<file path="config.mk">
export PLATFORM = sky130hd
export DESIGN_NAME = ind_reg_bridge
export DESIGN_NICKNAME = d
export VERILOG_FILES = /design/src/rtl/ind_reg_bridge.sv
export SDC_FILE = /design/constraint.sdc
export NUM_CORES = 2
export LEC_CHECK = 0
export BUFFER_PORTS_ARGS = -buffer_cell sky130_fd_sc_hd__buf_2
export CAP_MARGIN = 30
export CORE_ASPECT_RATIO = 0.5
export CORE_MARGIN = 1.5
export CORE_UTILIZATION = 40
export CTS_BUF_LIST = sky130_fd_sc_hd__clkbuf_4 sky130_fd_sc_hd__clkbuf_8
export CTS_CLUSTER_SIZE = 24
export DETAILED_ROUTE_END_ITERATION = 10
export PLACE_DENSITY = 0.57
export REMOVE_ABC_BUFFERS = 1
export SKIP_CTS_REPAIR_TIMING = 1
export SLEW_MARGIN = 20
export SYNTH_ARGS = -nofsm -noshare
export SYNTH_HDL_FRONTEND = slang
export SYNTH_SLANG_ARGS = --single-unit
</file>
<file path="constraint.sdc">
create_clock -name clk -period 5.8 [get_ports clk]
set_clock_uncertainty 0.1 [all_clocks]
set_input_delay 0.29 -clock clk [delete_from_list [all_inputs] [get_ports clk]]
set_output_delay 0.29 -clock clk [all_outputs]
set_load 0.01 [all_outputs]
</file>
<file path="src/rtl/ind_reg_bridge.sv">
module ind_reg_bridge #(
  parameter int NCH       = 4,
  parameter int NREG      = 8,
  parameter int RAM_DEPTH = 16,
  parameter int BUSY_CYC  = 4
) (
  input  logic            clk,
  input  logic            rst_n,
  input  logic [2:0]      host_addr,
  input  logic            host_wr,
  input  logic [15:0]     host_wdata,
  output logic [15:0]     host_rdata,
  output logic            busy,
  output logic [NCH-1:0]  ch_hold
);
  localparam int CW  = $clog2(BUSY_CYC + 1);
  localparam int GIW = $clog2(NREG);
  localparam int RIW = $clog2(RAM_DEPTH);
  localparam logic [CW-1:0] BUSY_LD  = CW'(BUSY_CYC);
  localparam logic [11:0]   GEN_LIM  = 12'(NREG);
  localparam logic [7:0]    RAM_LIM  = 8'(RAM_DEPTH);
  localparam logic [2:0]    NCH_LIM  = 3'(NCH);

  logic [15:0]   wlo, whi, iaddr;
  logic [31:0]   rhold, rd_val;
  logic          iop_rd;
  logic [CW-1:0] cnt;

  logic [31:0] ctrl [NCH];
  logic [15:0] gen  [NCH][NREG];
  logic [31:0] ram  [NCH][RAM_DEPTH];

  wire [1:0]     ch      = iaddr[13:12];
  wire [11:0]    off     = iaddr[11:0];
  wire [GIW-1:0] gidx    = off[GIW-1:0];
  wire [RIW-1:0] ridx    = off[RIW-1:0];
  wire           mapped  = (iaddr[15:14] == 2'b00) && ({1'b0, ch} < NCH_LIM);
  wire           hit_gen = off < GEN_LIM;
  wire           hit_ctl = off == 12'h00A;
  wire           hit_ram = (off[11:8] == 4'h1) && (off[7:0] < RAM_LIM);
  wire           held    = mapped && ctrl[ch][31];

  assign busy = cnt != '0;
  wire strobe  = cnt == BUSY_LD;
  wire wr_strb = strobe && !iop_rd && mapped;
  wire rd_load = (cnt == CW'(1)) && iop_rd;
  wire accept  = host_wr && !busy;

  for (genvar c = 0; c < NCH; c++) begin : g_hold
    assign ch_hold[c] = ctrl[c][31];
  end

  always_comb begin
    rd_val = '0;
    if (mapped) begin
      if (hit_gen)              rd_val = {16'h0, gen[ch][gidx]};
      else if (hit_ctl)         rd_val = ctrl[ch];
      else if (hit_ram && held) rd_val = ram[ch][ridx];
    end
  end

  always_comb begin
    case (host_addr)
      3'd0:    host_rdata = rhold[15:0];
      3'd1:    host_rdata = rhold[31:16];
      3'd3:    host_rdata = {15'h0, busy};
      default: host_rdata = '0;
    endcase
  end

  always_ff @(posedge clk) begin
    if (!rst_n) begin
      wlo <= '0; whi <= '0; iaddr <= '0; iop_rd <= 1'b0;
      cnt <= '0; rhold <= '0;
    end else begin
      if (busy) cnt <= cnt - CW'(1);
      if (accept) begin
        case (host_addr)
          3'd0: wlo <= host_wdata;
          3'd1: whi <= host_wdata;
          3'd2: begin iaddr <= host_wdata; iop_rd <= 1'b0; cnt <= BUSY_LD; end
          3'd3: begin iaddr <= host_wdata; iop_rd <= 1'b1; cnt <= BUSY_LD; end
          default: ;
        endcase
      end
      if (rd_load) rhold <= rd_val;
    end
  end

  always_ff @(posedge clk) begin
    if (!rst_n) begin
      for (int c = 0; c < NCH; c++) begin
        ctrl[c] <= '0;
        for (int i = 0; i < NREG; i++)      gen[c][i] <= '0;
        for (int i = 0; i < RAM_DEPTH; i++) ram[c][i] <= '0;
      end
    end else if (wr_strb) begin
      if (hit_gen)              gen[ch][gidx] <= wlo;
      else if (hit_ctl)         ctrl[ch]      <= {whi, wlo};
      else if (hit_ram && held) ram[ch][ridx] <= {whi, wlo};
    end
  end

  p_rhold_at_end_r4: assert property (@(posedge clk) disable iff (!rst_n)
    !$stable(rhold) |-> $fell(busy));
  p_busy_start_r5: assert property (@(posedge clk) disable iff (!rst_n)
    (host_wr && !busy && host_addr[2:1] == 2'b01) |=> busy);
  p_busy_bound_r5: assert property (@(posedge clk) disable iff (!rst_n)
    cnt <= BUSY_LD);
  p_whold_frozen_r6: assert property (@(posedge clk) disable iff (!rst_n)
    busy |=> $stable({whi, wlo}));
  p_hold_only_on_strobe_r7: assert property (@(posedge clk) disable iff (!rst_n)
    !wr_strb |=> $stable(ch_hold));
endmodule

</file>
* Word-level counts from Yosys, hierarchy flattened
Memories as Yosys holds them, arrays and structs flattened. A register that Yosys moved wholly into a read port is not among the register bits. Cells that the tools add are included.
Word-level totals: register bits 84, RAM bits 2688, input bits 22, output and inout bits 21, word-level logic and storage cells 98, memories kept 3
Memory list:
- ram | words 4, bits a word 512, rd ports 1, clocked after memory_dff 1, write ports 4, line 31 | logic [31:0] ram [NCH][RAM_DEPTH];
- gen | words 4, bits a word 128, rd ports 1, clocked after memory_dff 1, write ports 4, line 30 | logic [15:0] gen [NCH][NREG];
- ctrl | words 4, bits a word 32, rd ports 5, clocked after memory_dff 1, write ports 4, line 29 | logic [31:0] ctrl [NCH];
Operators by class: add/sub/neg operators 1, $lt $le $gt $ge 6, equality and inequality tests 7, muxes and demuxes 50, bitwise operators 2, reductions and logical operators 23
Operators with widths (number):
- two-way mux 512 bit | 3
- OR reduction 512 bit | 1
- two-way mux 128 bit | 3
- two-way mux 32 bit | 8
- binary-select mux 32 bit (select 4 bit) | 1
- demux 32 bit (select 4 bit) | 1
- OR reduction 128 bit | 1
- binary-select mux 16 bit (select 3 bit) | 1
- demux 16 bit (select 3 bit) | 1
- two-way mux 16 bit | 3
- one-hot mux 16 bit (3 select lines) | 1
- OR reduction 32 bit | 1
- two-way mux 2 bit | 9
- two-way mux 1 bit | 15
- == test 12 x 4 -> 1 bit, second input constant | 1
- < comparator 12 x 4 -> 1 bit, second input constant | 1
- logical AND 1 bit | 9
- two-way mux 3 bit | 3
- < comparator 8 x 5 -> 1 bit, second input constant | 1
- AND reduction 2 bit | 4
- == test 3 x 1 -> 1 bit, second input constant | 2
- == test 3 x 2 -> 1 bit, second input constant | 2
- greater-or-equal comparator 5 bit, second input constant | 1
- < comparator 5 x 1 -> 1 bit, second input constant | 1
- 14 further kinds | 15

* Logic depth before layout (Yosys ltp)
word-level depth 11, mapped depth 12, mapped depth without buffers 8

* Least setup slack after synthesis
OpenSTA, ideal clock, no wires.
kind register to register, start point register cnt[2], end point memory ram[3][0] (netlist bit), enable pin, library setup time 0.466 ns, data arrival time 4.064 ns, data required time 5.234 ns, slack 1.171 ns, cell stages (with the launch flop) 9, clock period less this slack 4.629 ns, path through dfxtp_1 > nor4b_1 > nand3_1 > nor4bb_1 > buf_2 > nand3_1 > clkbuf_1 > clkbuf_1 > o21ai_0
RTL lines:
- start, declared | line 27 | logic [CW-1:0] cnt;
- start signal, assigned | line 76 | if (busy) cnt <= cnt - CW'(1);
- end, declared | line 31

==> run_results.csv <==
group,metric,value,unit
pwr,p_leak,0.0489,uW
worst_setup_path,path_cells,"buf_12 -> mux4_2 -> mux2i_1 -> nor3_1 -> o31ai_1 -> a21oi_1",
hold_path,hold_path_depth,4,
grt,grt_pass1_vias,70300,
finish,drive_above_1_share,23.1,%
worst_setup_path,crit_cells,6,
hold_path,hold_class,"input pin to register",
floorplanning,io_pins,43,
finish,num-fill-cells,27000,
worst_setup_path,critPathBufInv,1,
grt,met3_usage,6.79,%
pwr,switching_share,24.9,%
hold_path,hold_path_end,"whi[11]",
grt,grt_overflow,0,
sta,finalHoldViolCount,0,
logic_synthesis,synth_common_cells,"2688 x edfxtp_1, 2600 x and2_1, 701 x mux4_2",
logic_synthesis,yosys_warnings,0,
detailed_routing,drt-total-wl,408000,um
place,finalWeightedCongestion,1.00,
worst_setup_path,cp-start-kind,"register",
logic_synthesis,synth_area_leaders,"edfxtp_1 64%, and2_1 13%, mux4_2 13%",
logic_synthesis,post-synth-top-count-cell,"edfxtp_1",
worst_setup_path,reg2reg_depth,6,
detailed_routing,wl_per_cell,32.2,um
logic_synthesis,ys_ff_latch,2774,
clocking,cts_root_buf,"clkbuf_8",
sta,tns,0,ps
logic_synthesis,synth_edf_count,2688,
sta,maxSlewViolCount,0,
logic_synthesis,synth_top_cell_by_area,"edfxtp_1",
pwr,p_switching,10700,uW
finish,finish.utilization,44.9,%
sta,setup_viol,0,
floorplanning,row_count,145,
detailed_routing,vias_per_cell,5.74,
pwr,pwr-share-clk,38.5,%
floorplanning,start_util,40.2,%
place,hpwl,240000,um
floorplanning,core,312000,sq um
worst_setup_path,crit_family,"multiplexers",
worst_setup_path,worstPathMaxFanout,87,
clocking,insertion_delay,1080,ps
floorplanning,chipWidth,795,um
clocking,cts.sinks,2774,
grt,antenna_found_initial,43,
floorplanning,fp.dieArea,317000,sq um
logic_synthesis,syn_avg_cell_area,15.4,sq um
pwr,vdd.ir_drop.worst,191,uV
logic_synthesis,synth.cell_area,125000,sq um
logic_synthesis,async_flop_share,0,%
pwr,power_frac_comb,8.2,%
pwr,seq_power_share,53.3,%
worst_setup_path,cpPeakStageDelay,1000,ps
logic_synthesis,synthFlopType,"edfxtp_1",
sta,max_freq,233,MHz
finish,area_delta_synth_final,11.7,%
grt,top_usage_layer,"met1",
job,drv_cap,0,
detailed_routing,drc,0,
clocking,cts_inserted_buffers,425,
logic_synthesis,synth_top_area_share,64.3,%
status,status,"complete, no violations",
grt,use_met1,37.1,%
worst_setup_path,r2r-end,"rhold[11]",
worst_setup_path,r2r_slack,1510,ps
logic_synthesis,ys_types,62,
clocking,cts_tree,"done",
detailed_routing,firstDrtPassIters,8,
sta,tightest_slew,1160,ps
detailed_routing,vias,72700,
clocking,cts_buffer_depth,4,
pwr,p_int,32200,uW
grt,gr-usage-all-layers,25.2,%
clocking,clk_pin_slew,60,ps
floorplanning,die_h,399,um
worst_setup_path,cp_slowest_cell,"o31ai_1",
worst_setup_path,path_class,"register to register",
detailed_routing,postRouteAntennaNets,0,
grt,grt_max_degree,120,
place,io_buffers,42,
logic_synthesis,synth_cells,8149,
sta,post-route-period-util,73.9,%
pwr,powerDensity,306,nW/um^2
hold_path,hold_start,"host_wdata[11]",
finish,layout.nets,8170,
grt,grt_use_met2,36.7,%
sta,rsz0062_at_grt,"false",
worst_setup_path,cp_data_required_time,6590,ps
sta,relSlewSlack,22.8,%
detailed_routing,first_iter_violations,11200,
sta,fin_crit,4290,ps
worst_setup_path,arrival,5080,ps
logic_synthesis,synth-seq-area-share,65.7,%
grt,grt_pass1_wl,565000,um
worst_setup_path,cp-end-kind,"register",
clocking,cts_max_level,5,
==> state kept, by name, indices dropped and copies added (netlist names), named ones only <==
register / flops
ram: 2048
gen: 512
ctrl: 128
rhold: 32
iaddr: 16
whi: 16
wlo: 16
cnt: 3
iop_rd: 1
==> through the flow <==
| stage | instances | total power (uW) | hold WS (ps) | worst slack [ps] | cell area (sq um) |
|---|---|---|---|---|---|
| 2_1_floorplan | 7321 | 26200 | 313 | -28420 | 122000 |
| 3_3_place_gp | 11900 | 26700 | 367 | 828 | 131000 |
| 3_5_place_dp | 11900 | 26700 | 358 | 1630 | 131000 |
| 4_1_cts | 12600 | 43000 | -691 | 1640 | 140000 |
| 5_1_grt | 12600 | 44100 | -10.5 | 1470 | 140000 |
| 6_report | 12700 | 42900 | 2.76 | 1510 | 140000 |
==> power by group through the flow <==
stage,logic [uW],registers [uW],clock network (uW)
after floorplan,2750,23500,0
after global placement,3390,23300,0
after detailed placement,3410,23300,0
after CTS,3420,22900,16700
after global routing,3620,23000,17500
final,3520,22900,16500
==> cells in the final DEF, fill, tap and decap left out, drive strengths merged, types with 6 or more instances in the layout <==
cell type,Yosys,final
o22ai,8,8
a21boi,10,10
bufinv,0,12
a21oi,87,87
nand4,17,17
nand2,217,217
mux2i,187,187
clkbuf,672,593
mux4,701,701
or2,7,7
a2111oi,7,7
a211oi,7,7
buf,156,370
a221oi,23,23
inv,26,37
nand2b,12,12
nand3,34,34
a31oi,6,6
nor2,141,141
and2,2600,2600
a22oi,92,92
or3,7,7
nor3,17,17
a32oi,16,16
nor2b,21,21
dlygate4sd3,0,24
o21ai,141,141
a311oi,10,10
edfxtp,2688,2688
clkinv,1,121
and3,95,95
diode,0,12
dfxtp,86,86
==> how the worst max path moves through the flow <==
stage | start | endpoint
floorplan | register | rhold[7]
global placement | register | rhold[14]
detailed placement | register | rhold[11]
CTS | register | rhold[11]
global route | cnt[2] | ram[3][478]
finish | register | rhold[11]
==> kinds of logic after synthesis <==
group	share of synthesized area [%]
AND/OR/NAND/NOR	15.1
flip-flops	65.7
multiplexers	14.1
buffers and inverters	2.77
AO/OA/AOI/OAI	2.27
adder cells (fa/ha/maj)	0.0299
XOR/XNOR	0.00698
==> layout make-up <==
type	count	area [sq um]	area share [%]
Clock inverter	148	1030	0.738
Antenna cell	12	30.0	0.0214
Timing Repair Buffer	397	3350	2.39
Tap cell	4189	5240	3.74
Sequential cell	2774	82600	58.9
Multi-Input combinational cell	4520	40600	29.0
Clock buffer	590	7180	5.13
Inverter	27	109	0.0777
==> worst register-to-register path: stages (launching register included) <==
cell     delay [ps]
dfxtp_4         660
buf_12          480
mux4_2          950
mux2i_1         640
nor3_1          250
o31ai_1        1000
a21oi_1          60
==> metal layers <==
layer,up-vias,share of wire (%)
met3,605,11
met1,38100,42
li1,30000,-
met2,3958,43
met4,6,3.2
met5,-,0.0074
Note: power is estimated with default switching activity, not from simulation.
